File: config.mk
export PLATFORM = sky130hd
export DESIGN_NAME = clk_health_mon
export DESIGN_NICKNAME = d
export VERILOG_FILES = /design/src/rtl/clkmon_pkg.sv /design/src/rtl/clkmon_edge_bank.sv /design/src/rtl/clkmon_ref_watch.sv /design/src/rtl/clkmon_freq_win.sv /design/src/rtl/clk_health_mon.sv
export SDC_FILE = /design/constraint.sdc
export NUM_CORES = 1
export LEC_CHECK = 0
export ABC_AREA = 0
export BUFFER_PORTS_ARGS = -buffer_cell sky130_fd_sc_hd__buf_4
export CORE_AREA = 2 2 106 108
export DETAILED_ROUTE_END_ITERATION = 12
export DIE_AREA = 0 0 108 110
export PLACE_DENSITY = 0.38
export SKIP_CTS_REPAIR_TIMING = 1
export SLEW_MARGIN = 15
export SYNTH_ARGS = -nofsm -noshare
export SYNTH_HDL_FRONTEND = slang
export SYNTH_SLANG_ARGS = --single-unit
File: constraint.sdc
create_clock -name clk -period 6 [get_ports clk]
set_input_delay 1.5 -clock clk [delete_from_list [all_inputs] [get_ports clk]]
set_output_delay 1.5 -clock clk [all_outputs]
set_load 0.005 [all_outputs]
File: src/rtl/clkmon_pkg.sv
package clkmon_pkg;

  // Index of each monitored toggle inside the edge bank.
  localparam int SRC_REF = 0;
  localparam int SRC_EXT = 1;
  localparam int SRC_REC = 2;
  localparam int SRC_N   = 3;

  // Converts a ppm limit into a whole count tolerance (truncated).
  function automatic int ppm_tol(input int base, input int ppm);
    longint prod;
    prod = longint'(base) * longint'(ppm);
    return int'(prod / 64'd1000000);
  endfunction

endpackage

File: src/rtl/clkmon_edge_bank.sv
module clkmon_edge_bank #(
  parameter int N = 3
) (
  input  logic         clk,
  input  logic [N-1:0] tgl_i,
  output logic [N-1:0] edge_o
);
  logic [N-1:0] last_q;

  // The previous level is tracked even in reset, so no false edge follows it.
  always_ff @(posedge clk) begin
    last_q <= tgl_i;
  end

  for (genvar i = 0; i < N; i++) begin : g_edge
    assign edge_o[i] = tgl_i[i] ^ last_q[i];
  end
endmodule

File: src/rtl/clkmon_ref_watch.sv
module clkmon_ref_watch #(
  parameter int TIMEOUT = 64
) (
  input  logic clk,
  input  logic rst,
  input  logic ref_edge_i,
  output logic lost_o,
  output logic lost_set_o
);
  localparam int IW = (TIMEOUT > 2) ? $clog2(TIMEOUT) : 1;
  localparam logic [IW-1:0] IDLE_LAST = IW'(TIMEOUT - 1);

  logic [IW-1:0] idle_q;
  logic          lost_q;

  // One-cycle pulse in the cycle that loss is being declared.
  assign lost_set_o = !ref_edge_i && !lost_q && (idle_q == IDLE_LAST);
  assign lost_o     = lost_q;

  always_ff @(posedge clk) begin
    if (rst) begin
      idle_q <= '0;
      lost_q <= 1'b0;
    end else if (ref_edge_i) begin
      idle_q <= '0;
      lost_q <= 1'b0;
    end else if (idle_q == IDLE_LAST) begin
      lost_q <= 1'b1;
    end else begin
      idle_q <= idle_q + 1'b1;
    end
  end
endmodule

File: src/rtl/clkmon_freq_win.sv
module clkmon_freq_win #(
  parameter int REF_WIN     = 20000,
  parameter int EXP_CNT     = 20000,
  parameter int DROP_PPM    = 500,
  parameter int RECOVER_PPM = 100
) (
  input  logic clk,
  input  logic rst,
  input  logic ref_edge_i,
  input  logic rx_edge_i,
  input  logic lost_i,
  input  logic lost_set_i,
  output logic done_o,
  output logic lock_o
);
  localparam int RW       = $clog2(REF_WIN);
  localparam int CW       = $clog2(2 * EXP_CNT + 4);
  localparam int DROP_TOL = clkmon_pkg::ppm_tol(EXP_CNT, DROP_PPM);
  localparam int REC_TOL  = clkmon_pkg::ppm_tol(EXP_CNT, RECOVER_PPM);
  localparam logic [RW-1:0] REF_LAST = RW'(REF_WIN - 1);
  localparam logic [CW-1:0] EXP_V    = CW'(EXP_CNT);
  localparam logic [CW-1:0] DROP_V   = CW'(DROP_TOL);
  localparam logic [CW-1:0] REC_V    = CW'(REC_TOL);
  localparam logic [CW-1:0] CNT_MAX  = '1;

  logic [RW-1:0] ref_cnt_q;
  logic [CW-1:0] rx_cnt_q;
  logic [CW-1:0] total;
  logic [CW-1:0] dev;
  logic          lock_q;
  logic          hold;
  logic          done;
  logic          far;
  logic          near;

  // Counting freezes while the reference is lost, except on the edge that ends it.
  assign hold = lost_i && !ref_edge_i;
  assign done = ref_edge_i && (ref_cnt_q == REF_LAST);

  always_comb begin
    total = rx_cnt_q;
    if (rx_edge_i && (rx_cnt_q != CNT_MAX)) total = rx_cnt_q + 1'b1;
    dev  = (total >= EXP_V) ? (total - EXP_V) : (EXP_V - total);
    far  = dev > DROP_V;
    near = dev <= REC_V;
  end

  always_ff @(posedge clk) begin
    if (rst) begin
      ref_cnt_q <= '0;
      rx_cnt_q  <= '0;
      lock_q    <= 1'b0;
    end else if (done) begin
      ref_cnt_q <= '0;
      rx_cnt_q  <= '0;
      lock_q    <= lock_q ? !far : near;
    end else begin
      if (!hold) begin
        if (ref_edge_i) ref_cnt_q <= ref_cnt_q + 1'b1;
        rx_cnt_q <= total;
      end
      if (lost_set_i || lost_i) lock_q <= 1'b0;
    end
  end

  assign done_o = done;
  assign lock_o = lock_q;
endmodule

File: src/rtl/clk_health_mon.sv
module clk_health_mon #(
  parameter int REF_WIN     = 20000,
  parameter int EXP_CNT     = 20000,
  parameter int DROP_PPM    = 500,
  parameter int RECOVER_PPM = 100,
  parameter int TIMEOUT     = 64
) (
  input  logic clk,
  input  logic rst,
  input  logic ref_tgl_i,
  input  logic ext_rx_tgl_i,
  input  logic rec_rx_tgl_i,
  input  logic rx_sel_i,
  output logic ref_lost_o,
  output logic rx_lock_o
);
  import clkmon_pkg::*;

  logic [SRC_N-1:0] tgl_bus;
  logic [SRC_N-1:0] edge_bus;
  logic             ref_edge_w;
  logic             rx_edge_w;
  logic             lost_set_w;
  logic             win_done_w;

  always_comb begin
    tgl_bus          = '0;
    tgl_bus[SRC_REF] = ref_tgl_i;
    tgl_bus[SRC_EXT] = ext_rx_tgl_i;
    tgl_bus[SRC_REC] = rec_rx_tgl_i;
  end

  clkmon_edge_bank #(.N(SRC_N)) u_edges (
    .clk    (clk),
    .tgl_i  (tgl_bus),
    .edge_o (edge_bus)
  );

  // Edges are found per source before the select, so switching adds none.
  assign ref_edge_w = edge_bus[SRC_REF];
  assign rx_edge_w  = rx_sel_i ? edge_bus[SRC_REC] : edge_bus[SRC_EXT];

  clkmon_ref_watch #(.TIMEOUT(TIMEOUT)) u_watch (
    .clk        (clk),
    .rst        (rst),
    .ref_edge_i (ref_edge_w),
    .lost_o     (ref_lost_o),
    .lost_set_o (lost_set_w)
  );

  clkmon_freq_win #(
    .REF_WIN     (REF_WIN),
    .EXP_CNT     (EXP_CNT),
    .DROP_PPM    (DROP_PPM),
    .RECOVER_PPM (RECOVER_PPM)
  ) u_freq (
    .clk        (clk),
    .rst        (rst),
    .ref_edge_i (ref_edge_w),
    .rx_edge_i  (rx_edge_w),
    .lost_i     (ref_lost_o),
    .lost_set_i (lost_set_w),
    .done_o     (win_done_w),
    .lock_o     (rx_lock_o)
  );
endmodule

==> implementation parameters <==
Parameter                              Value

Outcome
  Status    finished clean

STA
  Fin crit share    0.819
  Final setup violation count    0
  Pin slew with the least headroom to its limit    0.999 ns
  Minimum period implied by the final worst setup slack    4.92 ns
  Final slew viol count    0
  RSZ-0062 raised after global routing    false
  Setup Total Neg Slack    0 ns
  Worst-case headroom to the max-slew limit    0.315
  Maximum clock skew at final layout    0.00732 ns
  Total count of hold-check failures in the final report    0
  Peak clock frequency supported by timing    203 MHz
  Worst Setup Slack, final    1.08 ns

Setup path
  Cell type with the highest occurrence count on the critical path    mux2i_1
  Levels on crit path    11
  Critical-path top delay cell    or4_1
  Kind of cell adding the most delay to the critical path    simple AND/OR/NAND/NOR gates
  Register-to-register setup slack    1.98 ns
  Critical Path Start Type    input pin
  Worst path cell trace    buf_4 -> xor2_1 -> mux2i_1 -> or4_1 -> o221ai_1 -> nand3_2 -> a221oi_4 -> mux2i_1 -> xnor2_1 -> or3_1 -> o31ai_1
  Delay of the slowest cell on the worst path    0.72 ns
  Worst reg2reg path depth    11
  Biggest fanout along the worst timing path    13
  Worst Path Class, Setup    in2reg
  Reg2reg start    u_freq.rx_cnt_q[0]
  Data arrival time of the worst path    5.14 ns
  Required time reported for the critical path endpoint    6.22 ns
  Source of the critical timing path    rec_rx_tgl_i
  Critical Path Sink    u_freq.lock_o
  R2r endpoint    u_freq.lock_o
  Count of buffering cells on the critical path with inverters included    1
  Type of element capturing the critical path    flop

Routing
  Wirelength per Cell    14.6 um
  Number of nets still failing antenna checks after routing    0
  Vias after detailed routing    2543
  DRC violation count after routing    0
  Count of TritonRoute iterations in the first routing pass    4
  DRT iter0 DRCs    128
  Via density per instance    5.12
  Sum of routed wire length over all layers    7.24 mm

Pwr
  Net switching fraction of the power    0.281
  Sequential group share of total power    0.539
  Power density relative to cell area    172 nW/um^2
  Relative contribution of the clock network to total power    0.350
  Cell Int Power    0.392 mW
  Peak ir drop on the vdd network    0.000102 V
  Lkg Pwr    1.11 nW
  Net switching power    0.153 mW
  Combinational power share    0.110

Synthesis
  #FFs+latches synth    42
  Area contributors post-synth    dfxtp_1, xor2_1, xnor2_1
  Fraction of registers with async set or reset after synthesis    0
  Main combinational cell family by area after synthesis    simple AND/OR/NAND/NOR gates
  Ys Warns    0
  Number of enable flip-flop cells after synthesis    0
  Post-synthesis net count    373
  Post-synth top area cell    dfxtp_1
  Post-synthesis adder-cell area fraction    0.0212
  Commonest register cell after synthesis    dfxtp_1
  Synthesized instance count    362
  Share of synthesized area occupied by flip-flops and latches    0.285
  Portion of netlist area occupied by mux cells    0.0377
  Post-Synth Simple-Gate Area    0.325
  Synth Area per Inst    8.16 um^2
  Number of distinct library cell variants in the gate-level netlist after synthesis    61
  Netlist area before placement    2950 um^2
  Synth Area in XOR/XNOR    0.153
  Post-synth top area share    0.285
  Compound-cell area share of the yosys netlist    0.140

Global routing
  Number of global-route vias before repair    2367
  Global-route wire length before repair    12.0 mm
  Leftover overflow at the end of global routing    0
  All-layer global routing usage    0.129
  Pin count of the biggest net entering global routing    32
  Antenna violations before repair    0

Floorplan
  Core region area    10700 um^2
  Die height    110 um
  Row cnt    38
  Starting Density    0.276
  I/O pin count    8
  Die Width    108 um
  Die outline area    11900 um^2

Finish
  Number of inserted filler cells in the final layout    1138
  Share of cells above drive strength 1    0.109
  Nets    367
  Leading cell types in the layout, fill and taps excluded    nor2_1, dfxtp_1, xor2_1, nand2_1, xnor2_1
  Multi-input gate area    2000 um^2
  Most common cell after layout, fill and taps aside    nor2_1
  Antenna diode count    0
  Register area    841 um^2
  Synthesis-to-layout area growth    7.50%

Placement
  Number of buffer cells added on primary ports    7
  Post-Place Setup Slack    0.719 ns
  Detailed placer's ending HPWL    5.37 mm
  Last weighted congestion value of the routability-driven placer    0.817

Clock tree
  Clk sink count    42
  Cts bufs inserted    5
  Root buf cell    clkbuf_8
  Clock Path Buffers    2
  Insertion delay to the later sink of the worst-skew pair    0.30 ns
  Clock tree from TritonCTS    done
  Worst-path clk slew    0.09 ns
  Max H-tree Level    2

Flow run
  Count of maximum capacitance violations    0

Worst hold path
  Worst hold path class    reg2reg
[synth_stat cells, types with 2 or more instances]
master / count
a31oi_1: 3
nor4_1: 10
nor3_1: 14
xnor2_1: 23
xor2_1: 25
and4b_1: 2
nand2_1: 25
buf_4: 3
o21ai_0: 9
nor2_1: 47
buf_2: 6
dfxtp_1: 42
clkbuf_2: 2
clkbuf_1: 9
nand4_2: 2
nand3b_1: 2
and4_1: 4
or4_1: 4
a21oi_1: 15
nand3_2: 2
or3_1: 7
mux2i_1: 10
inv_1: 3
a21o_1: 2
nand4_1: 9
or2_2: 5
and3_1: 6
a211oi_1: 6
nand2b_1: 2
a31o_2: 3
xor2_2: 2
o31ai_1: 4
nand4b_1: 2
nand3_1: 21
ha_1: 5
[metal layers]
metal	vias to the layer above	track usage	routed length, um
li1	1305	-	-
met1	1182	0.178	3670
met2	44	0.204	3200
met3	12	0.0223	216
met4	0	0.0430	153
met5	-	0	0
[cell type report]
cell class | instances | area share
Tap cell | 140 | 0.0552
Multi-Input combinational cell | 296 | 0.630
Timing Repair Buffer | 8 | 0.0189
Clock inverter | 2 | 0.00434
Clock buffer | 6 | 0.0229
Sequential cell | 42 | 0.265
Inverter | 3 | 0.00355
[flip-flops by register name, indices dropped and copies added, names as in the netlist]
name	flops
u_freq.rx_cnt_q	16
u_freq.ref_cnt_q	15
u_watch.idle_q	6
u_edges.last_q	3
u_freq.lock_o	1
u_watch.lost_o	1
[how the worst min path moves through the flow]
stage,startpoint,endpoint,slack (ns),cells past startpoint
after floorplan,u_watch.idle_q[5],u_watch.idle_q[5],0.46,1
after global placement,u_freq.ref_cnt_q[13],u_freq.ref_cnt_q[13],0.49,2
after detailed placement,u_watch.idle_q[5],u_watch.idle_q[5],0.49,1
after CTS,u_watch.idle_q[5],u_watch.idle_q[5],0.50,1
after global routing,u_watch.idle_q[5],u_watch.idle_q[5],0.53,1
final,u_watch.idle_q[5],u_watch.idle_q[5],0.50,1
[stage by stage]
| step | utilization | total power [mW] | cells | hold slack (ns) | instance area [um^2] |
|---|---|---|---|---|---|
| after floorplan | - | 0.346 | 362 | 0.460 | 2950 |
| after global placement | 0.289 | 0.362 | 489 | 0.489 | 3090 |
| after detailed placement | 0.289 | 0.361 | 489 | 0.490 | 3090 |
| after CTS | 0.297 | 0.558 | 497 | 0.505 | 3170 |
| after global routing | 0.297 | 0.580 | 497 | 0.532 | 3170 |
| final | 0.297 | 0.546 | 497 | 0.499 | 3170 |
[kinds of logic (layout without fill, tap and decap cells)]
logic type               count (synthesis)  count (layout)
flip-flops                              42              42
adder cells (fa/ha/maj)                  5               5
buffers and inverters                   24              19
AND/OR/NAND/NOR                        173             173
multiplexers                            11              11
AO/OA/AOI/OAI                           57              57
XOR/XNOR                                50              50
[power by group through the flow]
| stage | clock (mW) | sequential (mW) | combinational (mW) |
|---|---|---|---|
| 3_3_place_gp | 0 | 0.301 | 0.0610 |
| 4_1_cts | 0.203 | 0.294 | 0.0612 |
| 6_report | 0.191 | 0.294 | 0.0601 |
| 3_5_place_dp | 0 | 0.301 | 0.0607 |
| 2_1_floorplan | 0 | 0.297 | 0.0491 |
| 5_1_grt | 0.215 | 0.296 | 0.0689 |
Power figures use the tool's default switching activity.
